==> src/rtl/mbr_pkg.sv <==
package mbr_pkg;

    localparam int BUS_W      = 8;
    localparam int LO_W       = 8;
    localparam int VAL_W      = LO_W + 1;
    localparam int FINE_W     = 2;
    localparam int IDX_W      = 3;

    localparam int DV_N       = 6;
    localparam int DH_N       = 6;
    localparam int DH_FINE_N  = 3;
    localparam int AV_N       = 2;
    localparam int AH_CLAMP_N = 2;
    localparam int AH_WE_N    = 2;
    localparam int AH_FLAG_W  = 3;

    localparam int DV_MSB_IDX  = DV_N;
    localparam int DH_MSB_IDX  = DH_N;
    localparam int DH_FINE_IDX = DH_N + 1;
    localparam int AV_MSB_IDX  = AV_N;
    localparam int AH_WE_BASE  = AH_CLAMP_N;
    localparam int AH_MISC_IDX = AH_CLAMP_N + AH_WE_N;

    typedef enum logic [2:0] {
        GRP_NONE,
        GRP_MODE,
        GRP_DV,
        GRP_DH,
        GRP_AV,
        GRP_AH
    } grp_e;

    typedef struct packed {
        grp_e             grp;
        logic [IDX_W-1:0] idx;
    } sel_t;

    typedef enum logic [1:0] {
        RD_IDLE,
        RD_ARMED,
        RD_DRIVE
    } rd_state_e;

    function automatic sel_t decode_addr(input logic [BUS_W-1:0] a);
        sel_t s;
        s.idx = a[IDX_W-1:0];
        if (a[7] || !a[6]) begin
            s.grp = GRP_NONE;
        end else if (a[5]) begin
            s.grp = GRP_MODE;
            s.idx = {{(IDX_W-1){1'b0}}, a[0]};
        end else begin
            case ({a[4], a[3]})
                2'b00:   s.grp = GRP_DV;
                2'b01:   s.grp = GRP_DH;
                2'b10:   s.grp = GRP_AV;
                default: s.grp = GRP_AH;
            endcase
        end
        return s;
    endfunction

    function automatic logic idx_mapped(input sel_t s);
        int i;
        i = int'(s.idx);
        case (s.grp)
            GRP_MODE: return 1'b1;
            GRP_DV:   return i <= DV_MSB_IDX;
            GRP_DH:   return i <= DH_FINE_IDX;
            GRP_AV:   return i <= AV_MSB_IDX;
            GRP_AH:   return i <= AH_MISC_IDX;
            default:  return 1'b0;
        endcase
    endfunction

endpackage

==> src/rtl/mbr_sync.sv <==
module mbr_sync #(
    parameter int STAGES = 2
) (
    input  logic clk,
    input  logic rst,
    input  logic d_i,
    output logic lvl_o,
    output logic fall_o,
    output logic rise_o
);
    logic [STAGES:0] sh;

    always_ff @(posedge clk) begin
        if (rst) begin
            sh <= '1;
        end else begin
            sh <= {sh[STAGES-1:0], d_i};
        end
    end

    assign lvl_o  = sh[STAGES-1];
    assign fall_o = sh[STAGES] & ~sh[STAGES-1];
    assign rise_o = ~sh[STAGES] & sh[STAGES-1];
endmodule

==> src/rtl/mbr_rdctl.sv <==
module mbr_rdctl
    import mbr_pkg::*;
(
    input  logic clk,
    input  logic rst,
    input  logic addr_fall_i,
    input  logic addr_rd_i,
    input  logic data_rise_i,
    input  logic data_lvl_i,
    output logic idle_o,
    output logic active_o,
    output logic oe_o
);
    rd_state_e state;

    always_ff @(posedge clk) begin
        if (rst) begin
            state <= RD_IDLE;
        end else begin
            case (state)
                RD_IDLE:  if (addr_fall_i && addr_rd_i) state <= RD_ARMED;
                RD_ARMED: if (addr_fall_i) state <= RD_DRIVE;
                RD_DRIVE: if (data_rise_i) state <= RD_IDLE;
                default:  state <= RD_IDLE;
            endcase
        end
    end

    assign idle_o   = (state == RD_IDLE);
    assign active_o = (state == RD_DRIVE);
    assign oe_o     = active_o && !data_lvl_i;
endmodule

==> src/rtl/mbr_regfile.sv <==
module mbr_regfile
    import mbr_pkg::*;
(
    input  logic                            clk,
    input  logic                            rst,
    input  logic                            we_i,
    input  sel_t                            sel_i,
    input  logic [BUS_W-1:0]                wdata_i,
    output logic [DV_N*VAL_W-1:0]           disp_v_o,
    output logic [DH_N*VAL_W-1:0]           disp_h_o,
    output logic [DH_FINE_N*FINE_W-1:0]     disp_fine_o,
    output logic [AV_N*VAL_W-1:0]           acq_v_o,
    output logic [AH_CLAMP_N*LO_W-1:0]      acq_clamp_o,
    output logic [AH_WE_N*VAL_W-1:0]        acq_we_o,
    output logic [FINE_W-1:0]               acq_fine_o,
    output logic [AH_FLAG_W-1:0]            acq_flags_o,
    output logic [LO_W-1:0]                 mode0_o,
    output logic [LO_W-1:0]                 mode1_o
);
    logic [LO_W-1:0]                dv_lo [DV_N];
    logic [DV_N-1:0]                dv_msb;
    logic [LO_W-1:0]                dh_lo [DH_N];
    logic [DH_N-1:0]                dh_msb;
    logic [DH_FINE_N*FINE_W-1:0]    dh_fine;
    logic [LO_W-1:0]                av_lo [AV_N];
    logic [AV_N-1:0]                av_msb;
    logic [LO_W-1:0]                ah_clamp [AH_CLAMP_N];
    logic [LO_W-1:0]                ah_lo [AH_WE_N];
    logic [AH_WE_N-1:0]             ah_msb;
    logic [FINE_W-1:0]              ah_fine;
    logic [AH_FLAG_W-1:0]           ah_flags;
    logic [LO_W-1:0]                mode_q [2];

    logic hit_dv, hit_dh, hit_av, hit_ah, hit_md;
    int   widx;

    assign hit_dv = we_i && (sel_i.grp == GRP_DV);
    assign hit_dh = we_i && (sel_i.grp == GRP_DH);
    assign hit_av = we_i && (sel_i.grp == GRP_AV);
    assign hit_ah = we_i && (sel_i.grp == GRP_AH);
    assign hit_md = we_i && (sel_i.grp == GRP_MODE);
    assign widx   = int'(sel_i.idx);

    always_ff @(posedge clk) begin
        if (rst) begin
            for (int k = 0; k < DV_N; k++) dv_lo[k] <= '0;
            for (int k = 0; k < DH_N; k++) dh_lo[k] <= '0;
            for (int k = 0; k < AV_N; k++) av_lo[k] <= '0;
            for (int k = 0; k < AH_CLAMP_N; k++) ah_clamp[k] <= '0;
            for (int k = 0; k < AH_WE_N; k++) ah_lo[k] <= '0;
            for (int k = 0; k < 2; k++) mode_q[k] <= '0;
            dv_msb   <= '0;
            dh_msb   <= '0;
            dh_fine  <= '0;
            av_msb   <= '0;
            ah_msb   <= '0;
            ah_fine  <= '0;
            ah_flags <= '0;
        end else begin
            for (int k = 0; k < DV_N; k++)
                if (hit_dv && widx == k) dv_lo[k] <= wdata_i;
            if (hit_dv && widx == DV_MSB_IDX) dv_msb <= wdata_i[DV_N-1:0];

            for (int k = 0; k < DH_N; k++)
                if (hit_dh && widx == k) dh_lo[k] <= wdata_i;
            if (hit_dh && widx == DH_MSB_IDX)  dh_msb  <= wdata_i[DH_N-1:0];
            if (hit_dh && widx == DH_FINE_IDX) dh_fine <= wdata_i[DH_FINE_N*FINE_W-1:0];

            for (int k = 0; k < AV_N; k++)
                if (hit_av && widx == k) av_lo[k] <= wdata_i;
            if (hit_av && widx == AV_MSB_IDX) av_msb <= wdata_i[AV_N-1:0];

            for (int k = 0; k < AH_CLAMP_N; k++)
                if (hit_ah && widx == k) ah_clamp[k] <= wdata_i;
            for (int k = 0; k < AH_WE_N; k++)
                if (hit_ah && widx == AH_WE_BASE + k) ah_lo[k] <= wdata_i;
            if (hit_ah && widx == AH_MISC_IDX) begin
                ah_msb   <= wdata_i[AH_WE_N-1:0];
                ah_fine  <= wdata_i[AH_WE_N +: FINE_W];
                ah_flags <= wdata_i[AH_WE_N+FINE_W +: AH_FLAG_W];
            end

            for (int k = 0; k < 2; k++)
                if (hit_md && widx == k) mode_q[k] <= wdata_i;
        end
    end

    genvar g;
    generate
        for (g = 0; g < DV_N; g++) begin : g_dv
            assign disp_v_o[g*VAL_W +: VAL_W] = {dv_msb[g], dv_lo[g]};
        end
        for (g = 0; g < DH_N; g++) begin : g_dh
            assign disp_h_o[g*VAL_W +: VAL_W] = {dh_msb[g], dh_lo[g]};
        end
        for (g = 0; g < AV_N; g++) begin : g_av
            assign acq_v_o[g*VAL_W +: VAL_W] = {av_msb[g], av_lo[g]};
        end
        for (g = 0; g < AH_CLAMP_N; g++) begin : g_cl
            assign acq_clamp_o[g*LO_W +: LO_W] = ah_clamp[g];
        end
        for (g = 0; g < AH_WE_N; g++) begin : g_we
            assign acq_we_o[g*VAL_W +: VAL_W] = {ah_msb[g], ah_lo[g]};
        end
    endgenerate

    assign disp_fine_o = dh_fine;
    assign acq_fine_o  = ah_fine;
    assign acq_flags_o = ah_flags;
    assign mode0_o     = mode_q[0];
    assign mode1_o     = mode_q[1];
endmodule

==> src/rtl/mbr_regif.sv <==
module mbr_regif
    import mbr_pkg::*;
#(
    parameter int SYNC_STAGES = 2,
    parameter int FIELD_W     = 2
) (
    input  logic                         clk,
    input  logic                         rst,
    input  logic [7:0]                   bus_i,
    input  logic                         addr_stb_i,
    input  logic                         data_stb_i,
    input  logic [FIELD_W-1:0]           field_i,
    output logic [7:0]                   bus_o,
    output logic                         bus_oe_o,
    output logic [53:0]                  disp_v_o,
    output logic [53:0]                  disp_h_o,
    output logic [5:0]                   disp_fine_o,
    output logic [17:0]                  acq_v_o,
    output logic [15:0]                  acq_clamp_o,
    output logic [17:0]                  acq_we_o,
    output logic [1:0]                   acq_fine_o,
    output logic [2:0]                   acq_flags_o,
    output logic [7:0]                   mode0_o,
    output logic [7:0]                   mode1_o
);
    logic             addr_lvl, addr_fall, addr_rise;
    logic             data_lvl, data_fall, data_rise;
    logic [BUS_W-1:0] bus_pipe [SYNC_STAGES];
    logic [BUS_W-1:0] bus_d;
    logic [BUS_W-1:0] addr_q;
    logic [FIELD_W-1:0] fld_q;
    logic             rd_idle, rd_active;
    logic             wr_fall;
    logic             we;
    sel_t             sel;

    mbr_sync #(.STAGES(SYNC_STAGES)) u_sync_addr (
        .clk(clk), .rst(rst), .d_i(addr_stb_i),
        .lvl_o(addr_lvl), .fall_o(addr_fall), .rise_o(addr_rise)
    );

    mbr_sync #(.STAGES(SYNC_STAGES)) u_sync_data (
        .clk(clk), .rst(rst), .d_i(data_stb_i),
        .lvl_o(data_lvl), .fall_o(data_fall), .rise_o(data_rise)
    );

    // Bus delay line matched to the strobe synchroniser depth
    genvar g;
    generate
        for (g = 0; g < SYNC_STAGES; g++) begin : g_bus
            if (g == 0) begin : g_first
                always_ff @(posedge clk) begin
                    if (rst) bus_pipe[0] <= '0;
                    else     bus_pipe[0] <= bus_i;
                end
            end else begin : g_next
                always_ff @(posedge clk) begin
                    if (rst) bus_pipe[g] <= '0;
                    else     bus_pipe[g] <= bus_pipe[g-1];
                end
            end
        end
    endgenerate
    assign bus_d = bus_pipe[SYNC_STAGES-1];

    always_ff @(posedge clk) begin
        if (rst) begin
            addr_q <= '0;
            fld_q  <= '0;
        end else begin
            fld_q <= field_i;
            if (addr_fall) addr_q <= bus_d;
        end
    end

    mbr_rdctl u_rdctl (
        .clk(clk), .rst(rst),
        .addr_fall_i(addr_fall), .addr_rd_i(bus_d[7]),
        .data_rise_i(data_rise), .data_lvl_i(data_lvl),
        .idle_o(rd_idle), .active_o(rd_active), .oe_o(bus_oe_o)
    );

    assign wr_fall = data_fall;
    assign sel     = decode_addr(addr_q);
    assign we      = wr_fall && rd_idle && idx_mapped(sel);

    mbr_regfile u_regs (
        .clk(clk), .rst(rst),
        .we_i(we), .sel_i(sel), .wdata_i(bus_d),
        .disp_v_o(disp_v_o), .disp_h_o(disp_h_o), .disp_fine_o(disp_fine_o),
        .acq_v_o(acq_v_o), .acq_clamp_o(acq_clamp_o), .acq_we_o(acq_we_o),
        .acq_fine_o(acq_fine_o), .acq_flags_o(acq_flags_o),
        .mode0_o(mode0_o), .mode1_o(mode1_o)
    );

    assign bus_o = bus_oe_o ? {{(BUS_W-FIELD_W){1'b0}}, fld_q} : '0;

    logic unused_ok;
    assign unused_ok = addr_lvl ^ addr_rise;
endmodule

==> config.mk <==
export PLATFORM = sky130hd
export DESIGN_NAME = mbr_regif
export DESIGN_NICKNAME = d
export VERILOG_FILES = /design/src/rtl/mbr_pkg.sv /design/src/rtl/mbr_sync.sv /design/src/rtl/mbr_rdctl.sv /design/src/rtl/mbr_regfile.sv /design/src/rtl/mbr_regif.sv
export SDC_FILE = /design/constraint.sdc
export NUM_CORES = 1
export LEC_CHECK = 0
export BUFFER_PORTS_ARGS = -buffer_cell sky130_fd_sc_hd__buf_4
export CELL_PAD_IN_SITES_DETAIL_PLACEMENT = 1
export CELL_PAD_IN_SITES_GLOBAL_PLACEMENT = 1
export CORE_UTILIZATION = 35
export CTS_CLUSTER_SIZE = 24
export DETAILED_ROUTE_END_ITERATION = 6
export PLACE_DENSITY = 0.73
export REMOVE_ABC_BUFFERS = 1
export SYNTH_ARGS = -nofsm -noshare
export SYNTH_HDL_FRONTEND = slang
export SYNTH_HIERARCHICAL = 1
export SYNTH_SLANG_ARGS = --single-unit
==> constraint.sdc <==
create_clock -name clk -period 2.44 [get_ports clk]
set_input_delay 0.122 -clock clk [delete_from_list [all_inputs] [get_ports clk]]
set_output_delay 0.122 -clock clk [all_outputs]
set_load 0.01 [all_outputs]
-- Yosys cells after proc, flatten, opt, wreduce, memory -nomap -nowiden
Memory sizes are Yosys's and may differ from the RTL's.
Cells that the tools add are included.
- memories: 7
- memory bits (writable): 176
- flip-flop bits (word level): 45
- word-level logic and storage cells: 207
- input port bits: 14
- memories (memory ; words ; bits a word ; rd ports ; clocked after memory_dff ; wr ports ; RTL line ; source):
    u_regs.dh_lo ; 6 ; 8 ; 6 ; 0 ; 6 ; mbr_regfile.sv:22 ; logic [LO_W-1:0] dh_lo [DH_N];
    u_regs.dv_lo ; 6 ; 8 ; 6 ; 0 ; 6 ; mbr_regfile.sv:20 ; logic [LO_W-1:0] dv_lo [DV_N];
    bus_pipe ; 2 ; 8 ; 2 ; 0 ; 2 ; mbr_regif.sv:28 ; logic [BUS_W-1:0] bus_pipe [SYNC_STAGES];
    u_regs.ah_clamp ; 2 ; 8 ; 2 ; 0 ; 2 ; mbr_regfile.sv:27 ; logic [LO_W-1:0] ah_clamp [AH_CLAMP_N];
    u_regs.ah_lo ; 2 ; 8 ; 2 ; 0 ; 2 ; mbr_regfile.sv:28 ; logic [LO_W-1:0] ah_lo [AH_WE_N];
    u_regs.av_lo ; 2 ; 8 ; 2 ; 0 ; 2 ; mbr_regfile.sv:25 ; logic [LO_W-1:0] av_lo [AV_N];
    +1 memories ; - ; - ; - ; - ; - ; - ;
- muxes and demuxes: 96
- bitwise logic cells: 28
- reductions and logical operators: 42
- equal/unequal tests: 19
- order comparisons: 3
- operators with widths (operator ; number):
    $mux W8 ; 22
    $mux W1 ; 63
    $logic_and A1 B1 Y1 ; 34
    $logic_not A32 Y1 ; 1
    $or A1 B1 Y1 ; 22
    $eq A3 B3 Y1 const B ; 6
    $eq A3 B2 Y1 const B ; 4
    $mux W3 ; 4
    $pmux W3 S3 ; 1
    $mux W2 ; 4
    $eq A3 B1 Y1 const B ; 2
    $le A3 B3 Y1 const B ; 2
    $pmux W2 S3 ; 1
    $eq A2 B1 Y1 const B ; 2
    $eq A2 B2 Y1 const B ; 2
    $logic_not A2 Y1 ; 2
    $ne A2 B1 Y1 const B ; 2
    $pmux W1 S4 ; 1
    $and A1 B1 Y1 ; 3
    $le A3 B2 Y1 const B ; 1
    $not A1 Y1 ; 3
    $reduce_and A3 Y1 ; 1
    $logic_not A1 Y1 ; 2
    $ne A2 B2 Y1 const B ; 1
    other kinds (2) ; 2

-- Logic depth before layout (Yosys ltp)
Gate-level depths: netlist of run 1.
- word-level depth: 14
- depth in mapped cells: 7
- depth with buffers taken out: 6

-- Cells and area by module
The synthesis of run 1 kept the hierarchy.
- by module, submodules not included (module ; instances ; area each (um^2) ; cells each ; seq. area each (um^2)):
    mbr_regfile ; 1 ; 7270.7 ; 473 ; 5345.1
    mbr_regif ; 1 ; 910.9 ; 88 ; 520.5
    mbr_sync ; 2 ; 92.6 ; 8 ; 60.1
    mbr_rdctl ; 1 ; 102.6 ; 11 ; 40.0

-- Least setup slack after synthesis of run 1
OpenSTA, ideal clock, no wires.
- path kind: register to register
- start: register addr_q[7]
- end: memory u_regs.dh_lo[3][0] (enable)
- library setup time: 0.375 ns
- setup slack: 0.163 ns
- clock period less this slack: 2.277 ns
- cell stages (with the launch flop): 7
- arrival: 1.903 ns
- required time: 2.065 ns
- cell sequence: dfxtp_1 > and2b_1 > nand3_1 > a21oi_1 > nand4b_1 > clkbuf_1 > o21bai_1
- RTL lines (element ; RTL line ; source):
    start: declaration ; mbr_regif.sv:30 ; logic [BUS_W-1:0] addr_q;
    start signal: assignment ; mbr_regif.sv:72 ; if (addr_fall) addr_q <= bus_d;
    end: declaration ; mbr_regfile.sv:22 ;

==> impl_metrics.prom, run 1 <==
# TYPE chip_impl_metric gauge
chip_impl_metric{name="slew_headroom",unit=""} 0.349
chip_impl_metric{name="drtAntennaViolNets",unit=""} 0
chip_impl_metric{name="power.ir.vdd_worst",unit="mV"} 0.464
chip_impl_metric{name="num_clock_sinks",unit=""} 221
chip_impl_metric{name="area_occupied_by_multi_input_gates",unit="µm²"} 2300
chip_impl_metric{name="post-route-worst-setup-slack",unit="ns"} 0.114
chip_impl_info{name="worstReg2RegStart",value="addr_q[7]"} 1
chip_impl_info{name="critPathLaunchType",value="flop"} 1
chip_impl_metric{name="floorplan.core_area",unit="µm²"} 23600
chip_impl_metric{name="drc",unit=""} 0
chip_impl_info{name="clk_tree_root_cell",value="clkbuf_16"} 1
chip_impl_metric{name="n_antenna_cell",unit=""} 0
chip_impl_metric{name="timing.critical_path.fanout_max",unit=""} 10
chip_impl_metric{name="crit_required",unit="ns"} 2.80
chip_impl_metric{name="cts.htree.levels",unit=""} 1
chip_impl_metric{name="syn_to_layout_area_delta",unit="%"} 35.0
chip_impl_metric{name="worst_skew_pair.late_latency",unit="ns"} 0.51
chip_impl_metric{name="cap_violations",unit=""} 0
chip_impl_info{name="class_of_the_most_critical_hold_timing_path",value="primary input to flop"} 1
chip_impl_metric{name="dp_worst_setup_slack",unit="ns"} 0.0979
chip_impl_metric{name="setup_violations",unit=""} 0
chip_impl_metric{name="hpwl",unit="mm"} 15.5
chip_impl_metric{name="grt_start_max_net_pins",unit=""} 47
chip_impl_metric{name="first_global_vias",unit=""} 5636
chip_impl_metric{name="gpl.final_weighted_congestion",unit=""} 0.743
chip_impl_metric{name="synth_area",unit="µm²"} 8460
chip_impl_info{name="hp-start",value="rst"} 1
chip_impl_metric{name="num_io_pins",unit=""} 210
chip_impl_metric{name="grt_util_all_layers",unit=""} 0.180
chip_impl_metric{name="die_area",unit="µm²"} 24800
chip_impl_metric{name="layout-drive-gt1-share",unit=""} 0.349
chip_impl_metric{name="routed_wire_length_per_instance",unit="µm"} 19.2
chip_impl_metric{name="sequential_cell_area",unit="µm²"} 6030
chip_impl_metric{name="initial_utilization",unit=""} 0.358
chip_impl_metric{name="floorplan.die.width",unit="µm"} 158
chip_impl_metric{name="final.setup_skew",unit="ns"} 0.00753
chip_impl_metric{name="n_fill_cell",unit=""} 2447
chip_impl_metric{name="synthesis.yosys.warnings",unit=""} 6
chip_impl_metric{name="die_height",unit="µm"} 158
chip_impl_metric{name="placedCellCount",unit=""} 1115
chip_impl_metric{name="slew_at_the_pin_with_the_worst_max_slew_slack",unit="ns"} 0.975
chip_impl_metric{name="m1WireLength",unit="mm"} 9.37
chip_impl_info{name="critical_path.endpoint_type",value="flop"} 1
chip_impl_metric{name="via_count",unit=""} 5489
chip_impl_info{name="cts_tree",value="yes"} 1
chip_impl_info{name="outcome",value="finished, final reports clean"} 1
chip_impl_info{name="top_layer",value="met4"} 1
chip_impl_info{name="rsz0062_at_grt",value="true"} 1
chip_impl_metric{name="layout.cells.non_filler",unit=""} 1171
chip_impl_metric{name="dr_wl_met3",unit="mm"} 1.23
chip_impl_metric{name="synthesis.instances",unit=""} 587
chip_impl_metric{name="routed_wl",unit="mm"} 22.4
chip_impl_metric{name="routed-wl-met2",unit="mm"} 11.4
chip_impl_metric{name="fin_nets",unit=""} 848
chip_impl_metric{name="drt_pre_antenna_iters",unit=""} 4
chip_impl_metric{name="clockBufferDepth",unit=""} 3
chip_impl_metric{name="grt.overflow.total",unit=""} 0
chip_impl_metric{name="synth.avg_cell_area",unit="µm²"} 14.4
chip_impl_metric{name="hold_violations",unit=""} 0
chip_impl_metric{name="period_minus_slack",unit="ns"} 2.33
chip_impl_metric{name="cts_buffers",unit=""} 24
chip_impl_info{name="timing_worst_setup_path_type",value="flop to flop"} 1
chip_impl_metric{name="grt_antenna_before_repair",unit=""} 0
chip_impl_metric{name="first_pass_grt_wire_length",unit="mm"} 33.2
chip_impl_metric{name="arrival",unit="ns"} 2.68
chip_impl_metric{name="viasPerCell",unit=""} 4.69
chip_impl_metric{name="portBuffers",unit=""} 203
chip_impl_metric{name="final.period_utilization",unit=""} 0.953
chip_impl_metric{name="pwr_density_cell",unit="nW/µm²"} 712
chip_impl_metric{name="leakagePower",unit="nW"} 4.70
chip_impl_metric{name="fp-row-count",unit=""} 56
chip_impl_info{name="critical_path.startpoint",value="addr_q[7]"} 1
chip_impl_metric{name="clock_slew_seen_by_the_registers_of_the_worst_setup_and_hold_paths",unit="ns"} 0.06
chip_impl_metric{name="timing.final.max_slew_violations",unit=""} 0
chip_impl_metric{name="drtIter0Drc",unit=""} 244
chip_impl_metric{name="maxClockFrequency",unit="MHz"} 430
==> stage by stage <==
stage	util	cell area, µm²	power, mW	hold slack (ns)	TNS, ns
after floorplan	-	8310	4.38	0.184	-18.64
after global placement	0.445	10500	4.65	0.307	0
after detailed placement	0.445	10500	4.66	0.305	0
after CTS	0.483	11400	8.22	0.283	0
after global routing	0.484	11400	8.40	0.314	-0.248
final	0.484	11400	8.13	0.283	0
==> report_power, final <==
group | internal (mW) | switching, mW
Combinational | 0.185 | 0.217
Sequential | 4.12 | 0.0587
Clock | 2.11 | 1.43
==> sequential cells by signal, indices dropped and copies added, names as in the netlist, 8 cells and up <==
register and flops:
u_regs/ah_lo 16, bus_pipe 16, u_regs/av_lo 16, u_regs/mode_q 16, u_regs/dv_lo 48, u_regs/ah_clamp 16
u_regs/dh_lo 48, addr_q 8
==> placed cells by master (no fill, tap or decap), drive strengths merged <==
master	n
bufinv	2
mux2i	28
nand3b	4
a21boi	1
clkinv	9
a21o	10
nor3	15
or3b	3
and2b	3
nor3b	2
clkbuf	33
a211oi	1
buf	239
and2	118
o21ai	15
or4b	1
clkinvlp	1
nand4b	3
nor4bb	1
a21oi	6
conb	6
dlygate4sd3	12
inv	2
nor2b	27
edfxtp	160
nand2	2
or3	4
nor4b	3
dfxtp	61
o21bai	10
nor4	11
nand2b	29
and4bb	2
nor2	15
nand4bb	2
and4b	1
or2	8
nand3	2
==> metal layers <==
metal,up-vias,track usage
met5,-,0
met1,2724,0.220
met2,168,0.324
met4,0,0.0504
li1,2565,-
met3,32,0.0330
==> worst max-delay path: stages (launching register included) <==
cell and delay (ns):
dfxtp_1 0.32, and2b_1 0.28, nand3_1 0.11, a21oi_1 0.13, buf_4 0.18, nand4b_2 0.36, nor4b_2 0.41, buf_4 0.21
and2_1 0.18
==> repair_timing <==
item,CTS,global route
hold endpoints to repair,12,0
setup endpoints to repair,0,28
hold buffers,12,0
gates resized for setup,0,4
setup buffers,0,0
==> area by class of cell <==
| class | count | share of cell area |
|---|---|---|
| Tap cell | 319 | 0.0349 |
| Timing Repair Buffer | 251 | 0.168 |
| Inverter | 3 | 0.000986 |
| Clock inverter | 11 | 0.00909 |
| Sequential cell | 221 | 0.528 |
| Multi-Input combinational cell | 333 | 0.202 |
| Clock buffer | 33 | 0.0583 |
==> path summary, 6_finish.rpt <==
path | to | slack, ns | depth (start not counted)
hold / removal | addr_q[4] | 0.28 | 3
setup reg to reg | u_regs/ah_lo[0][14] | 0.11 | 8
setup / recovery | u_regs/ah_lo[0][14] | 0.11 | 8
hold reg to reg | u_sync_data/sh[1] | 0.41 | 1
Note: power is estimated with default switching activity, not from simulation.
==> run 2: changes to the inputs <==
--- a/config.mk
+++ b/config.mk
@@ -8,10 +8,10 @@
 export BUFFER_PORTS_ARGS = -buffer_cell sky130_fd_sc_hd__buf_4
 export CELL_PAD_IN_SITES_DETAIL_PLACEMENT = 1
 export CELL_PAD_IN_SITES_GLOBAL_PLACEMENT = 1
-export CORE_UTILIZATION = 35
+export CORE_UTILIZATION = 39
 export CTS_CLUSTER_SIZE = 24
 export DETAILED_ROUTE_END_ITERATION = 6
-export PLACE_DENSITY = 0.73
+export PLACE_DENSITY = 0.8
 export REMOVE_ABC_BUFFERS = 1
 export SYNTH_ARGS = -nofsm -noshare
 export SYNTH_HDL_FRONTEND = slang
==> run 2 against run 1 <==
First-iteration DRC count fell by 8.6%. Utilization rose by 5.0 points. Total power fell by 4.0%. Non-clock buffer count fell by 1. Register-to-register slack improved by 0.08 ns. Routed wire length rose by 0.70%. Critical path depth fell by 1. Worst hold slack got worse by 0.076 ns. Sequential power barely moved. Sequential share of layout area rose by 0.58 points. Via count barely moved. Clock skew rose by 0.00080 ns. Critical endpoint is now u_regs/av_lo[0][8].
==> impl_metrics.prom, run 2 (synthesis results as in run 1) <==
# TYPE chip_impl_metric gauge
chip_impl_metric{name="leakagePower",unit="nW"} 4.67
chip_impl_metric{name="arrival",unit="ns"} 2.59
chip_impl_metric{name="portBuffers",unit=""} 203
chip_impl_metric{name="syn_to_layout_area_delta",unit="%"} 33.5
chip_impl_info{name="critical_path.endpoint_type",value="flop"} 1
chip_impl_info{name="layout.cells.most_common",value="buf_4"} 1
chip_impl_metric{name="gpl.final_weighted_congestion",unit=""} 0.758
chip_impl_metric{name="drc",unit=""} 0
chip_impl_metric{name="num_clock_sinks",unit=""} 221
chip_impl_metric{name="grt_start_max_net_pins",unit=""} 79
chip_impl_metric{name="n_antenna_cell",unit=""} 0
chip_impl_metric{name="viasPerCell",unit=""} 4.89
chip_impl_metric{name="die_area",unit="µm²"} 22300
chip_impl_metric{name="hpwl",unit="mm"} 15.5
chip_impl_metric{name="timing.final.max_slew_violations",unit=""} 0
chip_impl_metric{name="post-route-worst-setup-slack",unit="ns"} 0.196
chip_impl_metric{name="layout.cells.non_filler",unit=""} 1123
chip_impl_metric{name="routed_wire_length_per_instance",unit="µm"} 20.1
chip_impl_metric{name="area_occupied_by_multi_input_gates",unit="µm²"} 2300
chip_impl_metric{name="fin_nets",unit=""} 846
chip_impl_metric{name="cap_violations",unit=""} 0
chip_impl_metric{name="timing.critical_path.fanout_max",unit=""} 8
chip_impl_metric{name="n_fill_cell",unit=""} 2161
chip_impl_metric{name="slew_at_the_pin_with_the_worst_max_slew_slack",unit="ns"} 1.04
chip_impl_metric{name="grt_util_all_layers",unit=""} 0.203
chip_impl_info{name="cts_tree",value="yes"} 1
chip_impl_metric{name="final.setup.tns",unit="ns"} 0
chip_impl_metric{name="postCtsSetupBuffers",unit=""} 0
chip_impl_metric{name="slew_headroom",unit=""} 0.308
chip_impl_metric{name="timing.reg2reg.worst_path_depth",unit=""} 7
chip_impl_metric{name="worst_skew_pair.late_latency",unit="ns"} 0.49
chip_impl_info{name="reg_top3",value="u_regs/dh_lo (48), u_regs/dv_lo (48)"} 1
chip_impl_metric{name="die_height",unit="µm"} 149
chip_impl_metric{name="final.setup_skew",unit="ns"} 0.00833
chip_impl_metric{name="drt_pre_antenna_iters",unit=""} 4
chip_impl_metric{name="worstHoldPathCells",unit=""} 3
chip_impl_metric{name="drtAntennaViolNets",unit=""} 0
chip_impl_metric{name="setup_violations",unit=""} 0
chip_impl_metric{name="sequential_cell_area",unit="µm²"} 6030
chip_impl_metric{name="num_io_pins",unit=""} 210
chip_impl_info{name="clk_tree_root_cell",value="clkbuf_16"} 1
chip_impl_info{name="class_of_the_most_critical_hold_timing_path",value="primary input to flop"} 1
chip_impl_metric{name="cts_buffers",unit=""} 23
chip_impl_metric{name="cts.htree.levels",unit=""} 1
chip_impl_metric{name="grt.overflow.total",unit=""} 0
chip_impl_metric{name="initial_utilization",unit=""} 0.400
chip_impl_info{name="final_cell_mix",value="236 x buf_4, 160 x edfxtp_1, 118 x and2_1"} 1
chip_impl_info{name="timing_worst_setup_path_type",value="flop to flop"} 1
chip_impl_metric{name="crit_required",unit="ns"} 2.79
chip_impl_metric{name="hold_violations",unit=""} 0
chip_impl_metric{name="first_pass_grt_wire_length",unit="mm"} 33.8
chip_impl_metric{name="via_count",unit=""} 5492
chip_impl_metric{name="clock_slew_seen_by_the_registers_of_the_worst_setup_and_hold_paths",unit="ns"} 0.06
chip_impl_metric{name="final.period_utilization",unit=""} 0.919
chip_impl_info{name="outcome",value="finished, final reports clean"} 1
chip_impl_metric{name="grt_antenna_before_repair",unit=""} 0
chip_impl_info{name="rsz0062_at_grt",value="false"} 1
chip_impl_metric{name="drtIter0Drc",unit=""} 223
chip_impl_metric{name="fp-row-count",unit=""} 53
chip_impl_metric{name="pwr_density_cell",unit="nW/µm²"} 690
chip_impl_metric{name="power.ir.vdd_worst",unit="mV"} 0.410
chip_impl_metric{name="first_global_vias",unit=""} 5812
chip_impl_info{name="critPathLaunchType",value="flop"} 1
chip_impl_metric{name="maxClockFrequency",unit="MHz"} 446
chip_impl_metric{name="placedCellCount",unit=""} 1070
chip_impl_metric{name="period_minus_slack",unit="ns"} 2.24
chip_impl_metric{name="dp_worst_setup_slack",unit="ns"} 0.184
chip_impl_metric{name="floorplan.die.width",unit="µm"} 149
chip_impl_metric{name="layout-drive-gt1-share",unit=""} 0.343
chip_impl_metric{name="floorplan.core_area",unit="µm²"} 21200
chip_impl_metric{name="clockBufferDepth",unit=""} 3
chip_impl_metric{name="routed_wl",unit="mm"} 22.6
-- run 2: cell count changes in the layout (fill, tap and decap cells not counted), sizes merged --
cell	before	now
buf	239	238
clkinv	9	7
bufinv	2	0
clkbuf	33	34
-- run 2: cell type report --
class	instances	area share
multi-input cells	333	0.203
clock inverters	7	0.00266
flip-flops and latches	221	0.533
well taps	275	0.0305
clock buffers	34	0.0581
repair buffers	250	0.171
inverters	3	0.000997
-- run 2: path summary, 6_finish.rpt --
check / start / end / slack [ns]
max: addr_q[7] / u_regs/av_lo[0][8] / 0.20
min: rst / addr_q[4] / 0.21
max reg2reg: addr_q[7] / u_regs/av_lo[0][8] / 0.20
min reg2reg: u_sync_data/sh[0] / u_sync_data/sh[1] / 0.41
-- run 2: what timing repair did --
item                       in CTS  in global routing
gates resized for setup         0                  4
setup endpoints to repair       0                 28
hold buffers                   12                  0
hold endpoints to repair       12                  0
-- run 2: routing by layer --
metal  up-vias  part of all wire  global-route usage  routed length, µm
li1       2554                 -                   -                  -
met4         0             0.013              0.0418                304
met1      2720              0.41               0.257               9240
met2       189              0.51               0.363              11500
met5         -                 0                   0                  0
met3        29             0.068              0.0364               1540
-- run 2: per-stage QoR --
stage	hold slack, ns	power [mW]	util	cell area, µm²
global placement	0.305	4.65	0.495	10500
CTS	0.201	7.88	0.533	11300
detailed placement	0.306	4.66	0.495	10500
finish	0.207	7.80	0.534	11300
floorplan	0.184	4.38	-	8310
global route	0.202	8.05	0.534	11300
-- run 2: worst max-delay path: stages (launching register included) --
cell	delay (ns)
dfxtp_1	0.31
and2b_1	0.26
nand3_1	0.11
a21oi_1	0.14
buf_4	0.18
and4bb_2	0.29
nor4b_2	0.54
and2_1	0.26
-- run 2: power breakdown --
part,switching [mW],internal [mW]
logic,0.211,0.189
clock network,1.36,1.85
registers,0.0658,4.12
==> run 3: changes to the inputs <==
--- a/config.mk
+++ b/config.mk
@@ -12,6 +12,7 @@
 export CTS_CLUSTER_SIZE = 24
 export DETAILED_ROUTE_END_ITERATION = 6
 export PLACE_DENSITY = 0.8
+export RECOVER_POWER = 50
 export REMOVE_ABC_BUFFERS = 1
 export SYNTH_ARGS = -nofsm -noshare
 export SYNTH_HDL_FRONTEND = slang
==> run 3 against run 2 <==
Clock power is essentially flat. Sequential cell count is the same. Via count grew 0.64%. Routed wire length is essentially flat. Non-clock buffer count is the same. Global-route usage is the same. Combinational power shrank 19%. Design area shrank 6.5%. Critical endpoint is now u_regs/ah_lo[0][1]. Largest cell class unchanged. Largest power group unchanged. Highest routed layer unchanged.
==> impl_metrics.prom, run 3 (synthesis results as in run 1) <==
# TYPE chip_impl_metric gauge
chip_impl_metric{name="viasPerCell",unit=""} 4.92
chip_impl_metric{name="timing.final.max_slew_violations",unit=""} 0
chip_impl_metric{name="grt_start_max_net_pins",unit=""} 79
chip_impl_metric{name="grt_antenna_before_repair",unit=""} 0
chip_impl_info{name="critPathLaunchType",value="flop"} 1
chip_impl_metric{name="routed_wire_length_per_instance",unit="µm"} 20.1
chip_impl_metric{name="final.period_utilization",unit=""} 0.943
chip_impl_metric{name="cts_buffers",unit=""} 23
chip_impl_metric{name="fin_nets",unit=""} 846
chip_impl_metric{name="die_height",unit="µm"} 149
chip_impl_info{name="cts_tree",value="yes"} 1
chip_impl_metric{name="via_count",unit=""} 5527
chip_impl_info{name="critical_path.endpoint_type",value="flop"} 1
chip_impl_metric{name="drtAntennaViolNets",unit=""} 0
chip_impl_metric{name="sequential_cell_area",unit="µm²"} 6030
chip_impl_info{name="layout.cells.most_common",value="clkbuf_1"} 1
chip_impl_info{name="class_of_the_most_critical_hold_timing_path",value="primary input to flop"} 1
chip_impl_metric{name="routed_wl",unit="mm"} 22.6
chip_impl_metric{name="layout-drive-gt1-share",unit=""} 0.118
chip_impl_info{name="reg_top3",value="u_regs/dh_lo (48), u_regs/dv_lo (48)"} 1
chip_impl_metric{name="n_antenna_cell",unit=""} 0
chip_impl_metric{name="hold_ws",unit="ns"} 0.205
chip_impl_metric{name="num_io_pins",unit=""} 210
chip_impl_metric{name="first_pass_grt_wire_length",unit="mm"} 33.8
chip_impl_info{name="rsz0062_at_grt",value="false"} 1
chip_impl_metric{name="final.setup.tns",unit="ns"} 0
chip_impl_info{name="final_cell_mix",value="197 x clkbuf_1, 160 x edfxtp_1, 116 x and2_1"} 1
chip_impl_metric{name="grt.overflow.total",unit=""} 0
chip_impl_metric{name="clock_slew_seen_by_the_registers_of_the_worst_setup_and_hold_paths",unit="ns"} 0.06
chip_impl_metric{name="area_occupied_by_multi_input_gates",unit="µm²"} 2280
chip_impl_metric{name="slew_headroom",unit=""} 0.320
chip_impl_info{name="outcome",value="finished, final reports clean"} 1
chip_impl_metric{name="arrival",unit="ns"} 2.50
chip_impl_metric{name="pwr_density_cell",unit="nW/µm²"} 731
chip_impl_metric{name="leakagePower",unit="nW"} 3.92
chip_impl_metric{name="fp-row-count",unit=""} 53
chip_impl_metric{name="power",unit="mW"} 7.72
chip_impl_metric{name="power.ir.vdd_worst",unit="mV"} 0.408
chip_impl_metric{name="cap_violations",unit=""} 0
chip_impl_metric{name="n_fill_cell",unit=""} 2278
chip_impl_metric{name="period_minus_slack",unit="ns"} 2.30
chip_impl_metric{name="num_clock_sinks",unit=""} 221
chip_impl_metric{name="portBuffers",unit=""} 203
chip_impl_metric{name="setup_violations",unit=""} 0
chip_impl_metric{name="initial_utilization",unit=""} 0.400
chip_impl_metric{name="die_area",unit="µm²"} 22300
chip_impl_metric{name="worst_skew_pair.late_latency",unit="ns"} 0.49
chip_impl_metric{name="hold_violations",unit=""} 0
chip_impl_metric{name="syn_to_layout_area_delta",unit="%"} 24.8
chip_impl_info{name="timing_worst_setup_path_type",value="flop to flop"} 1
chip_impl_info{name="clk_tree_root_cell",value="clkbuf_16"} 1
chip_impl_metric{name="floorplan.core_area",unit="µm²"} 21200
chip_impl_metric{name="postCtsSetupBuffers",unit=""} 0
chip_impl_metric{name="clockBufferDepth",unit=""} 3
chip_impl_metric{name="floorplan.die.width",unit="µm"} 149
chip_impl_metric{name="drc",unit=""} 0
chip_impl_metric{name="maxClockFrequency",unit="MHz"} 434
chip_impl_metric{name="first_global_vias",unit=""} 5812
chip_impl_metric{name="final.setup_skew",unit="ns"} 0.00790
chip_impl_metric{name="cts.htree.levels",unit=""} 1
chip_impl_metric{name="grt_util_all_layers",unit=""} 0.203
chip_impl_metric{name="hpwl",unit="mm"} 15.5
chip_impl_metric{name="timing.critical_path.fanout_max",unit=""} 8
chip_impl_metric{name="slew_at_the_pin_with_the_worst_max_slew_slack",unit="ns"} 1.02
chip_impl_metric{name="timing.reg2reg.setup_slack",unit="ns"} 0.14
chip_impl_metric{name="gpl.final_weighted_congestion",unit=""} 0.758
chip_impl_metric{name="drt_pre_antenna_iters",unit=""} 4
chip_impl_metric{name="drtIter0Drc",unit=""} 204
chip_impl_metric{name="crit_required",unit="ns"} 2.64
==> run 3: worst paths after layout <==
path              depth (start not counted)                  to         startpoint
setup / recovery                          6  u_regs/ah_lo[0][1]          addr_q[7]
hold reg to reg                           1   u_sync_data/sh[1]  u_sync_data/sh[0]
hold / removal                            3      bus_pipe[1][6]                rst
setup reg to reg                          6  u_regs/ah_lo[0][1]          addr_q[7]
==> run 3: cell type report <==
class	instances	share of cell area
clock inverter	7	0.00284
sequential	221	0.570
multi-input combinational	333	0.216
tap	275	0.0326
clock buffer	34	0.0622
inverter	3	0.00107
timing repair buffer	250	0.115
==> run 3: stage by stage <==
stage,util,setup slack (ns),instance area [µm²],cells
after CTS,0.533,0.144,11300,1123
after global placement,0.495,0.319,10500,1070
final,0.499,0.138,10600,1123
after floorplan,-,-0.371,8310,557
after global routing,0.499,0.0227,10600,1123
after detailed placement,0.495,0.184,10500,1070
==> run 3: worst max-delay path, stage by stage, from the launching register on <==
cell,delay (ns)
dfxtp_1,0.34
and2b_1,0.22
a21boi_0,0.30
buf_4,0.21
or3b_2,0.56
o21bai_1,0.18
buf_4,0.21
==> run 3: metal layers <==
metal / wire (µm) / vias up / track usage
met5: 0 / - / 0
met4: 303 / 0 / 0.0418
met3: 1300 / 29 / 0.0364
met2: 11500 / 171 / 0.363
met1: 9460 / 2768 / 0.257
li1: - / 2559 / -
==> run 3: where the power goes <==
part / internal [mW] / leakage, nW / switching, mW
clock network: 1.85 / 0.335 / 1.36
logic: 0.113 / 1.43 / 0.211
registers: 4.12 / 2.15 / 0.0637
total: 6.08 / 3.92 / 1.64
==> run 3: repair_timing <==
| action | 4_1_cts | 5_1_grt |
|---|---|---|
| hold buffers | 12 | 0 |
| setup endpoints to repair | 0 | 28 |
| gates resized for setup | 0 | 4 |
| hold endpoints to repair | 12 | 0 |
